`src/rtl/exc_entry_seq.sv`:
```
module exc_entry_seq #(
  parameter int DW           = 32,
  parameter int VW           = 8,
  parameter int DSW          = 2,
  parameter int VERW         = 8,
  parameter int LEGACY_BELOW = 32,
  parameter int M_BIT        = 30,
  parameter int U_BIT        = 16,
  parameter int HIST_SH      = 10
) (
  input  logic            clk,
  input  logic            rst_n,
  input  logic            req_valid,
  input  logic [1:0]      req_cause,
  input  logic [VW-1:0]   trap_vec,
  input  logic [VW-1:0]   fault_vec,
  input  logic [VW-1:0]   irq_vec,
  input  logic [VERW-1:0] version,
  input  logic [DW-1:0]   cur_pc,
  input  logic [DW-1:0]   cur_ccs,
  input  logic [DW-1:0]   cur_ebp,
  input  logic [DW-1:0]   cur_sp,
  input  logic [DW-1:0]   cur_ksp,
  input  logic [DSW-1:0]  dslot,
  output logic            busy,
  output logic            mem_req,
  output logic [DW-1:0]   mem_addr,
  input  logic            mem_ack,
  input  logic [DW-1:0]   mem_rdata,
  output logic            done,
  output logic [DW-1:0]   new_pc,
  output logic [DW-1:0]   ret_val,
  output logic            erp_we,
  output logic            nrp_we,
  output logic [DW-1:0]   ccs_val,
  output logic            exs_we,
  output logic [DW-1:0]   exs_val,
  output logic            sp_swap,
  output logic [DW-1:0]   usp_val,
  output logic [DW-1:0]   sp_val,
  output logic            dslot_clr,
  output logic            irq_lock,
  output logic            abort
);
  localparam logic [1:0] C_BRK = 2'd0;
  localparam logic [1:0] C_NMI = 2'd1;
  localparam logic [1:0] C_BF  = 2'd2;
  localparam int EXS_LO = 8;
  localparam logic [DW-1:0] M_MASK = ~(DW'(1) << M_BIT);

  logic            busy_q, abort_q, done_q;
  logic [1:0]      p_cause;
  logic [DW-1:0]   p_ret, p_ccs, p_exs, p_usp, p_sp, p_addr;
  logic            p_exs_we, p_swap, p_lock, p_dclr;
  logic [DW-1:0]   o_pc, o_ret, o_ccs, o_exs, o_usp, o_sp;
  logic            o_nmi, o_exs_we, o_swap, o_lock, o_dclr;
  logic [VW-1:0]   vec;

  wire legacy = version < VERW'(LEGACY_BELOW);
  wire legacy_bf = !busy_q && req_valid && legacy && req_cause == C_BF;
  wire recursive_bf = busy_q && req_valid && p_cause == C_BF && req_cause == C_BF;
  wire take = !busy_q && !abort_q && req_valid && !legacy_bf;

  always_comb
    case (req_cause)
      C_BRK:   vec = trap_vec;
      C_NMI:   vec = '0;
      C_BF:    vec = fault_vec;
      default: vec = irq_vec;
    endcase

  wire [DW-1:0] ccs_m  = (req_cause == C_NMI) ? (cur_ccs & M_MASK) : cur_ccs;
  wire [DW-1:0] ccs_sh = {ccs_m[DW-1:DW-2], ccs_m[DW-3-HIST_SH:0], {HIST_SH{1'b0}}};
  wire          rewind = !legacy && dslot != '0;
  wire [DW-1:0] ret_c  = cur_pc - (rewind ? DW'(dslot) : '0);

  always_ff @(posedge clk) begin
    if (!rst_n) begin
      busy_q <= 1'b0;
      abort_q <= 1'b0;
      done_q <= 1'b0;
      p_cause <= C_BRK;
      p_ret <= '0; p_ccs <= '0; p_exs <= '0; p_usp <= '0; p_sp <= '0; p_addr <= '0;
      p_exs_we <= 1'b0; p_swap <= 1'b0; p_lock <= 1'b0; p_dclr <= 1'b0;
      o_pc <= '0; o_ret <= '0; o_ccs <= '0; o_exs <= '0; o_usp <= '0; o_sp <= '0;
      o_nmi <= 1'b0; o_exs_we <= 1'b0; o_swap <= 1'b0; o_lock <= 1'b0; o_dclr <= 1'b0;
    end else begin
      done_q <= 1'b0;
      if (!abort_q && (legacy_bf || recursive_bf))
        abort_q <= 1'b1;
      if (take) begin
        busy_q   <= 1'b1;
        p_cause  <= req_cause;
        p_ret    <= ret_c;
        p_ccs    <= legacy ? ccs_m : ccs_sh;
        p_exs_we <= !legacy;
        p_exs    <= legacy ? '0 : (DW'(vec) << EXS_LO);
        p_swap   <= cur_ccs[U_BIT];
        p_usp    <= cur_sp;
        p_sp     <= cur_ksp;
        p_lock   <= legacy;
        p_dclr   <= rewind;
        p_addr   <= cur_ebp + (DW'(vec) << 2);
      end else if (busy_q && mem_ack) begin
        busy_q   <= 1'b0;
        done_q   <= 1'b1;
        o_pc     <= mem_rdata;
        o_ret    <= p_ret;
        o_nmi    <= p_cause == C_NMI;
        o_ccs    <= p_ccs;
        o_exs_we <= p_exs_we;
        o_exs    <= p_exs;
        o_swap   <= p_swap;
        o_usp    <= p_usp;
        o_sp     <= p_sp;
        o_lock   <= p_lock;
        o_dclr   <= p_dclr;
      end
    end
  end

  assign busy      = busy_q;
  assign abort     = abort_q;
  assign done      = done_q;
  assign mem_req   = busy_q;
  assign mem_addr  = p_addr;
  assign new_pc    = o_pc;
  assign ret_val   = o_ret;
  assign erp_we    = done_q && !o_nmi;
  assign nrp_we    = done_q && o_nmi;
  assign ccs_val   = o_ccs;
  assign exs_we    = done_q && o_exs_we;
  assign exs_val   = o_exs;
  assign sp_swap   = done_q && o_swap;
  assign usp_val   = o_usp;
  assign sp_val    = o_sp;
  assign dslot_clr = done_q && o_dclr;
  assign irq_lock  = done_q && o_lock;

  p_done_after_ack_r11: assert property (@(posedge clk) disable iff (!rst_n)
    done |-> $past(mem_req && mem_ack));
  p_done_pulse_r11: assert property (@(posedge clk) disable iff (!rst_n)
    done |=> !done);
  p_addr_hold_r9: assert property (@(posedge clk) disable iff (!rst_n)
    mem_req && !mem_ack |=> mem_req && $stable(mem_addr));
  p_one_ret_r2: assert property (@(posedge clk) disable iff (!rst_n)
    done |-> $countones({erp_we, nrp_we}) == 1);
  p_exs_field_r5: assert property (@(posedge clk) disable iff (!rst_n)
    exs_we |-> exs_val[EXS_LO-1:0] == '0 && exs_val[DW-1:EXS_LO+VW] == '0);
  p_abort_sticky_r12: assert property (@(posedge clk) disable iff (!rst_n)
    abort |=> abort);
  p_legacy_lock_r10: assert property (@(posedge clk) disable iff (!rst_n)
    irq_lock |-> !exs_we && !dslot_clr);
  p_no_start_abort_r12: assert property (@(posedge clk) disable iff (!rst_n)
    abort && !busy |=> !busy);
endmodule

```
`config.mk`:
```
export PLATFORM = sky130hd
export DESIGN_NAME = exc_entry_seq
export DESIGN_NICKNAME = d
export VERILOG_FILES = /design/src/rtl/exc_entry_seq.sv
export SDC_FILE = /design/constraint.sdc
export NUM_CORES = 1
export LEC_CHECK = 0
export ABC_AREA = 1
export BUFFER_PORTS_ARGS = -buffer_cell sky130_fd_sc_hd__buf_2
export CAP_MARGIN = 20
export CELL_PAD_IN_SITES_DETAIL_PLACEMENT = 1
export CELL_PAD_IN_SITES_GLOBAL_PLACEMENT = 2
export CORE_UTILIZATION = 26
export CTS_BUF_LIST = sky130_fd_sc_hd__clkbuf_4 sky130_fd_sc_hd__clkbuf_8
export CTS_CLUSTER_SIZE = 40
export DETAILED_ROUTE_END_ITERATION = 10
export PLACE_DENSITY = 0.76
export SYNTH_ARGS = -nofsm -noshare
export SYNTH_HDL_FRONTEND = slang
export SYNTH_SLANG_ARGS = --single-unit
```
`constraint.sdc`:
```
create_clock -name clk -period 2.35 [get_ports clk]
set_input_delay 0.235 -clock clk [delete_from_list [all_inputs] [get_ports clk]]
set_output_delay 0.235 -clock clk [all_outputs]
set_load 0.005 [all_outputs]
```
* Word level (Yosys, flattened, before mapping)
Index checks and enable logic that the tools add are counted.
** Word-level totals
- Flip-flop bits (word level) :: 398
- Output and inout port bits :: 234
- Input bits :: 232
- Word-level logic and storage cells :: 71
** Cells by class
- Bitwise gates (word level) :: 2
- Muxes and demuxes :: 8
- Add/subtract/negate cells :: 2
- Order comparisons :: 1
- Reduce and logical (&&, ||, !) cells :: 29
- Equality and inequality tests :: 4
** Operators with widths (count)
- $add 32x10->32 :: 1
- $sub 32x2->32 :: 1
- $mux 31 :: 1
- $mux 30 :: 1
- $pmux 8 s3 :: 1
- $logic_and 1x1->1 :: 18
- $mux 16 :: 1
- $lt 8x6->1 const B :: 1
- $logic_not 1->1 :: 5
- $eq 2x1->1 const B :: 2
- $eq 2x2->1 const B :: 2
- $reduce_bool 2->1 :: 2
- $mux 1 :: 3
- $logic_not 2->1 :: 1
- $mux 2 :: 1
- $not 1->1 :: 2
- $reduce_and 2->1 :: 1
- $reduce_or 2->1 :: 1
- $logic_or 1x1->1 :: 1

* Depth between registers and ports, before layout
- Depth in word-level cells :: 8
- Mapped depth :: 18
- Depth with buffers taken out :: 18

* Worst setup path before layout
No wires, ideal clock.
- Path kind :: input to register
- From :: input version[6]
- To :: register p_ret[14]
- Path slack :: 0.053 ns
- Arrival time :: 2.177 ns
- Data required time :: 2.230 ns
- Stages on the path :: 15
- Library setup time :: 0.120 ns
- Buffers on the path :: 1
- Path through :: inv_1 nand2_1 nor2_2 clkbuf_1 nor2_1 ha_1 inv_1 fa_1 nor2_1 nand2_1 nor2_2 nand2_1 nor2_1 xor2_1 a21oi_1
** On the way
- Longest elaborated chain between the ends :: 5
- Elaborated cells on any way between the ends :: 9
- Those cells by class :: add/sub (1); order compare (1); mux (1); reduce/logical (6)
** Ends and longest elaborated chain
- from (decl) :: RTL line 18 : input logic [VERW-1:0] version,
- $lt 8x6->1 (*) :: RTL line 59 : wire legacy = version < VERW'(LEGACY_BELOW);
- $logic_not 1->1 / $logic_and 1x1->1 (equally long branches) :: RTL line 74, 60
- $logic_and 1x1->1 (on tied branches) :: RTL line 74, 60
- $mux 2 / $logic_not 1->1 (equally long branches) :: RTL line 75, 62
- $sub 32x2->32 / $logic_and 1x1->1 (equally long branches) :: RTL line 75, 62
- to (signal assigned) :: RTL line 94 : p_ret <= ret_c;
- to (decl) :: RTL line 53 : logic [DW-1:0] p_ret, p_ccs, p_exs, p_usp, p_sp, p_addr;
Every way passes the cells marked *; elsewhere a longest branch is shown, timed or not.
A chain may end at the register's enable or synchronous reset.

* Final worst setup path
- From :: input dslot[1]
- To :: register p_ret[17]
** On the way
- Longest elaborated chain between the ends :: 4
** Ends and longest elaborated chain
- from (decl) :: RTL line 24 : input logic [DSW-1:0] dslot,
- $reduce_bool 2->1 :: RTL line 74 : wire rewind = !legacy && dslot != '0;
- $logic_and 1x1->1 :: RTL line 74
- $mux 2 (*) :: RTL line 75 : wire [DW-1:0] ret_c = cur_pc - (rewind ? DW'(dslot) : '0);
- $sub 32x2->32 (*) :: RTL line 75
Marked as above.

==> summary.md <==
| Metric | Value |
|---|---|
| Final worst path period share | 94.56% |
| Critical Path RT | ~2.9 ns |
| Seq cells post-synth | 350 |
| Routed Antenna Nets | 0 |
| Hold endpoint | p_ccs[23]$_SDFFE_PN0P_ |
| Port bufs | between 400 and 500 |
| Gr usage total | about a fifth |
| Area growth syn-to-layout | 43.11% |
| CTS root buf | clkbuf_8 |
| Cells after synthesis | 2136 |
| Die area | slightly below 60000 µm² |
| Delay-heaviest family, CP | buffers and inverters |
| R2R cell count | 6 |
| Synthesis Warnings | 0 |
| Slew @ Worst Pin | 0.6693 ns |
| WL/cell | 16.77 µm |
| DRT Wirelength | between 60 and 70 mm |
| First-pass GRT wire length | about 94 mm |
| Post-Synth Simple-Gate Area | between 20% and 30% |
| Num ports | ~470 |
| Htree depth | 3 |
| DR iter-0 viols | roughly 530 |
| Largest net degree at the start of global routing | 158 |
| Post-route DRC violation count | 0 |
| Die width | 243.5 µm |
| Crit path buf inv count | 4 |
| Crit-path slowest cell | dlygate4sd3_1 |
| Setup TNS | 0 ns |
| Flop-to-flop setup slack | 0.24 ns |
| Mux cell area share after synthesis | 0% |
| Status | completed |
| Effective utilization at floorplan | 26.28% |
| Post-CTS repair timing setup buffer count | 0 |
| Synth Area in Compound Gates | 14.46% |
| Setup WS pre-CTS | -0.2605 ns |
| Highest cell delay on the worst timing path | around 0.57 ns |
| Hold slack | 0.04398 ns |
| Number of global-route vias before repair | 16.90k |
| Worst hold-check path type | in -> reg |
| Pleak | 0.01025 µW |
| CTS clk-pin slew, worst paths | 0.05 ns |
| Worst-path fanout max | 3 |
| Largest family of logic cells by synthesized area | simple AND/OR/NAND/NOR gates |
| FP Rows | slightly below 90 |
| Max-Cap Viols | 0 |
| Final setup fails | 0 |
| Max-slew violation count | 0 |
| Pre-antenna DRT Iters | 5 |
| CTS tree | built |
| Post-layout min period | about 2.2 ns |
| Mapped cell area | 15160 µm² |
| Count of cell types in the netlist | 35 |
| XOR/XNOR share of the synthesized area | 1.040% |
| Initial antenna violation count | 6 |
| Share of cells above drive strength 1 | between 20% and 30% |
| Final Hold Vio Count | 0 |
| Rel. slew slack | 55.38% |
| CP Cell Sequence | dlygate4sd3_1 -> buf_2 -> nand2_1 -> ha_1 -> nor2_2 -> o21ai_2 -> nor2_2 -> nand3_2 -> o21ai_1 -> dlygate4sd3_1 -> nand3_1 -> nand2_1 -> inv_1 |
| Min-Delay Path Depth | 5 |
| Commonest non-fill, non-tap cell in the layout | nor2_1 |
| Die H | 243.5 µm |
| Final Worst Setup Slack | 0.1277 ns |
| Register area share after synthesis | 46.22% |
| Post-DP HPWL | 41.50 mm |
| Clock latency on the worst-skew pair | 0.64 ns |
| PD cells | 727.0 nW/µm² |
| Min-Delay Startpoint | cur_ccs[23] |
| Post-synthesis adder-cell area fraction | 1.089% |
| Via count | 16.18k |
| Most frequent cells in the layout | 581 x nor2_1, 435 x buf_2, 350 x dfxtp_1 |
| Clock skew | between 0.02 and 0.025 ns |
| Worst setup path class | in -> reg |
| Highest Clock Rate | about 0.45 GHz |
| Final net count | 3025 |
| Via density | 4.496 |
| Core region area | 57700 µm² |
| Placer Congestion | 0.8476 |
| R2R Path Start | abort$_SDFFE_PN0P_ |
| CTS max path bufs | 3 |
| Syn avg cell area | 7.098 µm² |
| Worst VDD drop | 0.0003921 V |
| CTS buffer count | 70 |
| Remaining Overflow, GRT | 0 |
| Crit. End Element | register |
| CP Launch Type | input pin |
| Reg2reg end | p_ccs[30]$_SDFFE_PN0P_ |
| WP data arrival | 2.75 ns |
| Sink Count | 350 |
[through the flow]
stage / instances / power [µW] / instance area, µm² / utilization (%)
final: 3600 / 15770 / 21700 / 37.61
after CTS: 3597 / 16060 / 21670 / 37.56
after floorplan: 2159 / 8058 / 15250 / -
after global placement: 3287 / 9060 / 18330 / 31.78
after global routing: 3600 / 16630 / 21700 / 37.61
after detailed placement: 3287 / 9126 / 18330 / 31.78
[timing repair]
action / 4_1_cts / 5_1_grt
gates resized for setup: 0 / 7
endpoints found under the setup margin: 0 / 9
hold endpoints to repair: 182 / 0
hold buffers: 187 / 0
[report_power, final]
part,switching (µW),total (µW),internal [µW]
clock network,2850,6520,3670
logic,1500,2610,1110
registers,234,6640,6400
total,4590,15800,11200
[synthesized netlist by cell type]
cell type / number / share of area (%)
a21oi_2: 37 / 2.1
nand3b_1: 5 / 0.25
buf_4: 25 / 1.2
clkinv_1: 1 / 0.025
nand4_1: 9 / 0.37
a31oi_1: 3 / 0.12
inv_1: 165 / 4.1
dfxtp_1: 350 / 46
o211ai_1: 2 / 0.099
fa_1: 2 / 0.26
inv_2: 4 / 0.099
nand3_2: 1 / 0.066
nor4_1: 1 / 0.041
ha_1: 10 / 0.83
buf_6: 5 / 0.37
buf_8: 1 / 0.099
buf_12: 4 / 0.53
a21oi_1: 58 / 1.9
xnor2_1: 6 / 0.35
nor2_2: 5 / 0.21
o21ai_1: 5 / 0.17
nor2_8: 1 / 0.13
o21ai_0: 301 / 9.9
nor2_1: 584 / 14
nand2_2: 38 / 1.6
clkbuf_1: 77 / 1.9
nand2_1: 265 / 6.6
buf_2: 29 / 0.96
nor3_1: 14 / 0.46
nand3_1: 108 / 3.6
xor2_1: 12 / 0.69
conb_1: 1 / 0.025
and2_1: 2 / 0.083
buf_1: 4 / 0.099
a211oi_2: 1 / 0.083
[tightest hold or removal path, cell delays in order]
cell and delay [ns]:
buf_2 0.12, nand2_1 0.07, o21ai_0 0.08, nand2_1 0.09, a21oi_2 0.05
[area by class of cell]
class | count | area (µm²)
fillers | 7267 | 36000
flip-flops and latches | 350 | 7007
multi-input cells | 1494 | 6862
repair buffers | 695 | 4751
clock buffers | 109 | 1344
well taps | 765 | 957.2
inverters | 170 | 650.6
clock inverters | 14 | 118.9
diodes | 3 | 7.507
[per-layer routing]
| layer | global-route usage [%] | share of wire, % | vias to the layer above |
|---|---|---|---|
| met2 | 34.34 | 48 | 377 |
| li1 | - | - | 8033 |
| met1 | 24.14 | 44 | 7639 |
| met5 | 0 | 0.040 | - |
| met3 | 4.142 | 4.7 | 131 |
| met4 | 9.119 | 4.1 | 4 |
[kinds of logic (layout without fill, tap and decap cells)]
family                   after synthesis  after routing
AND/OR/NAND/NOR                     1033           1033
flip-flops                           350            350
buffers and inverters                315            988
adder cells (fa/ha/maj)               12             12
AO/OA/AOI/OAI                        407            407
XOR/XNOR                              18             18
other                                  1             27
[worst max path at each step]
stage	start	endpoint	cells past startpoint	slack, ns
finish	dslot[1]	p_ret[17]$_SDFFE_PN0P_	13	0.13
detailed placement	version[6]	p_ret[26]$_SDFFE_PN0P_	16	-0.26
global placement	version[6]	p_ret[26]$_SDFFE_PN0P_	16	-0.23
global route	cur_pc[0]	p_ret[26]$_SDFFE_PN0P_	14	-0.01
CTS	dslot[1]	p_ret[17]$_SDFFE_PN0P_	13	0.13
floorplan	version[6]	p_ret[14]$_SDFFE_PN0P_	15	0.05
[state kept, by name, indices dropped and copies added (netlist names), 8 cells and up]
register  cells
ccs_val      32
exs_val       8
mem_addr     32
new_pc       32
p_ccs        32
p_exs         8
p_ret        32
p_sp         32
p_usp        32
ret_val      32
sp_val       32
usp_val      32
Note: power is estimated with default switching activity, not from simulation.
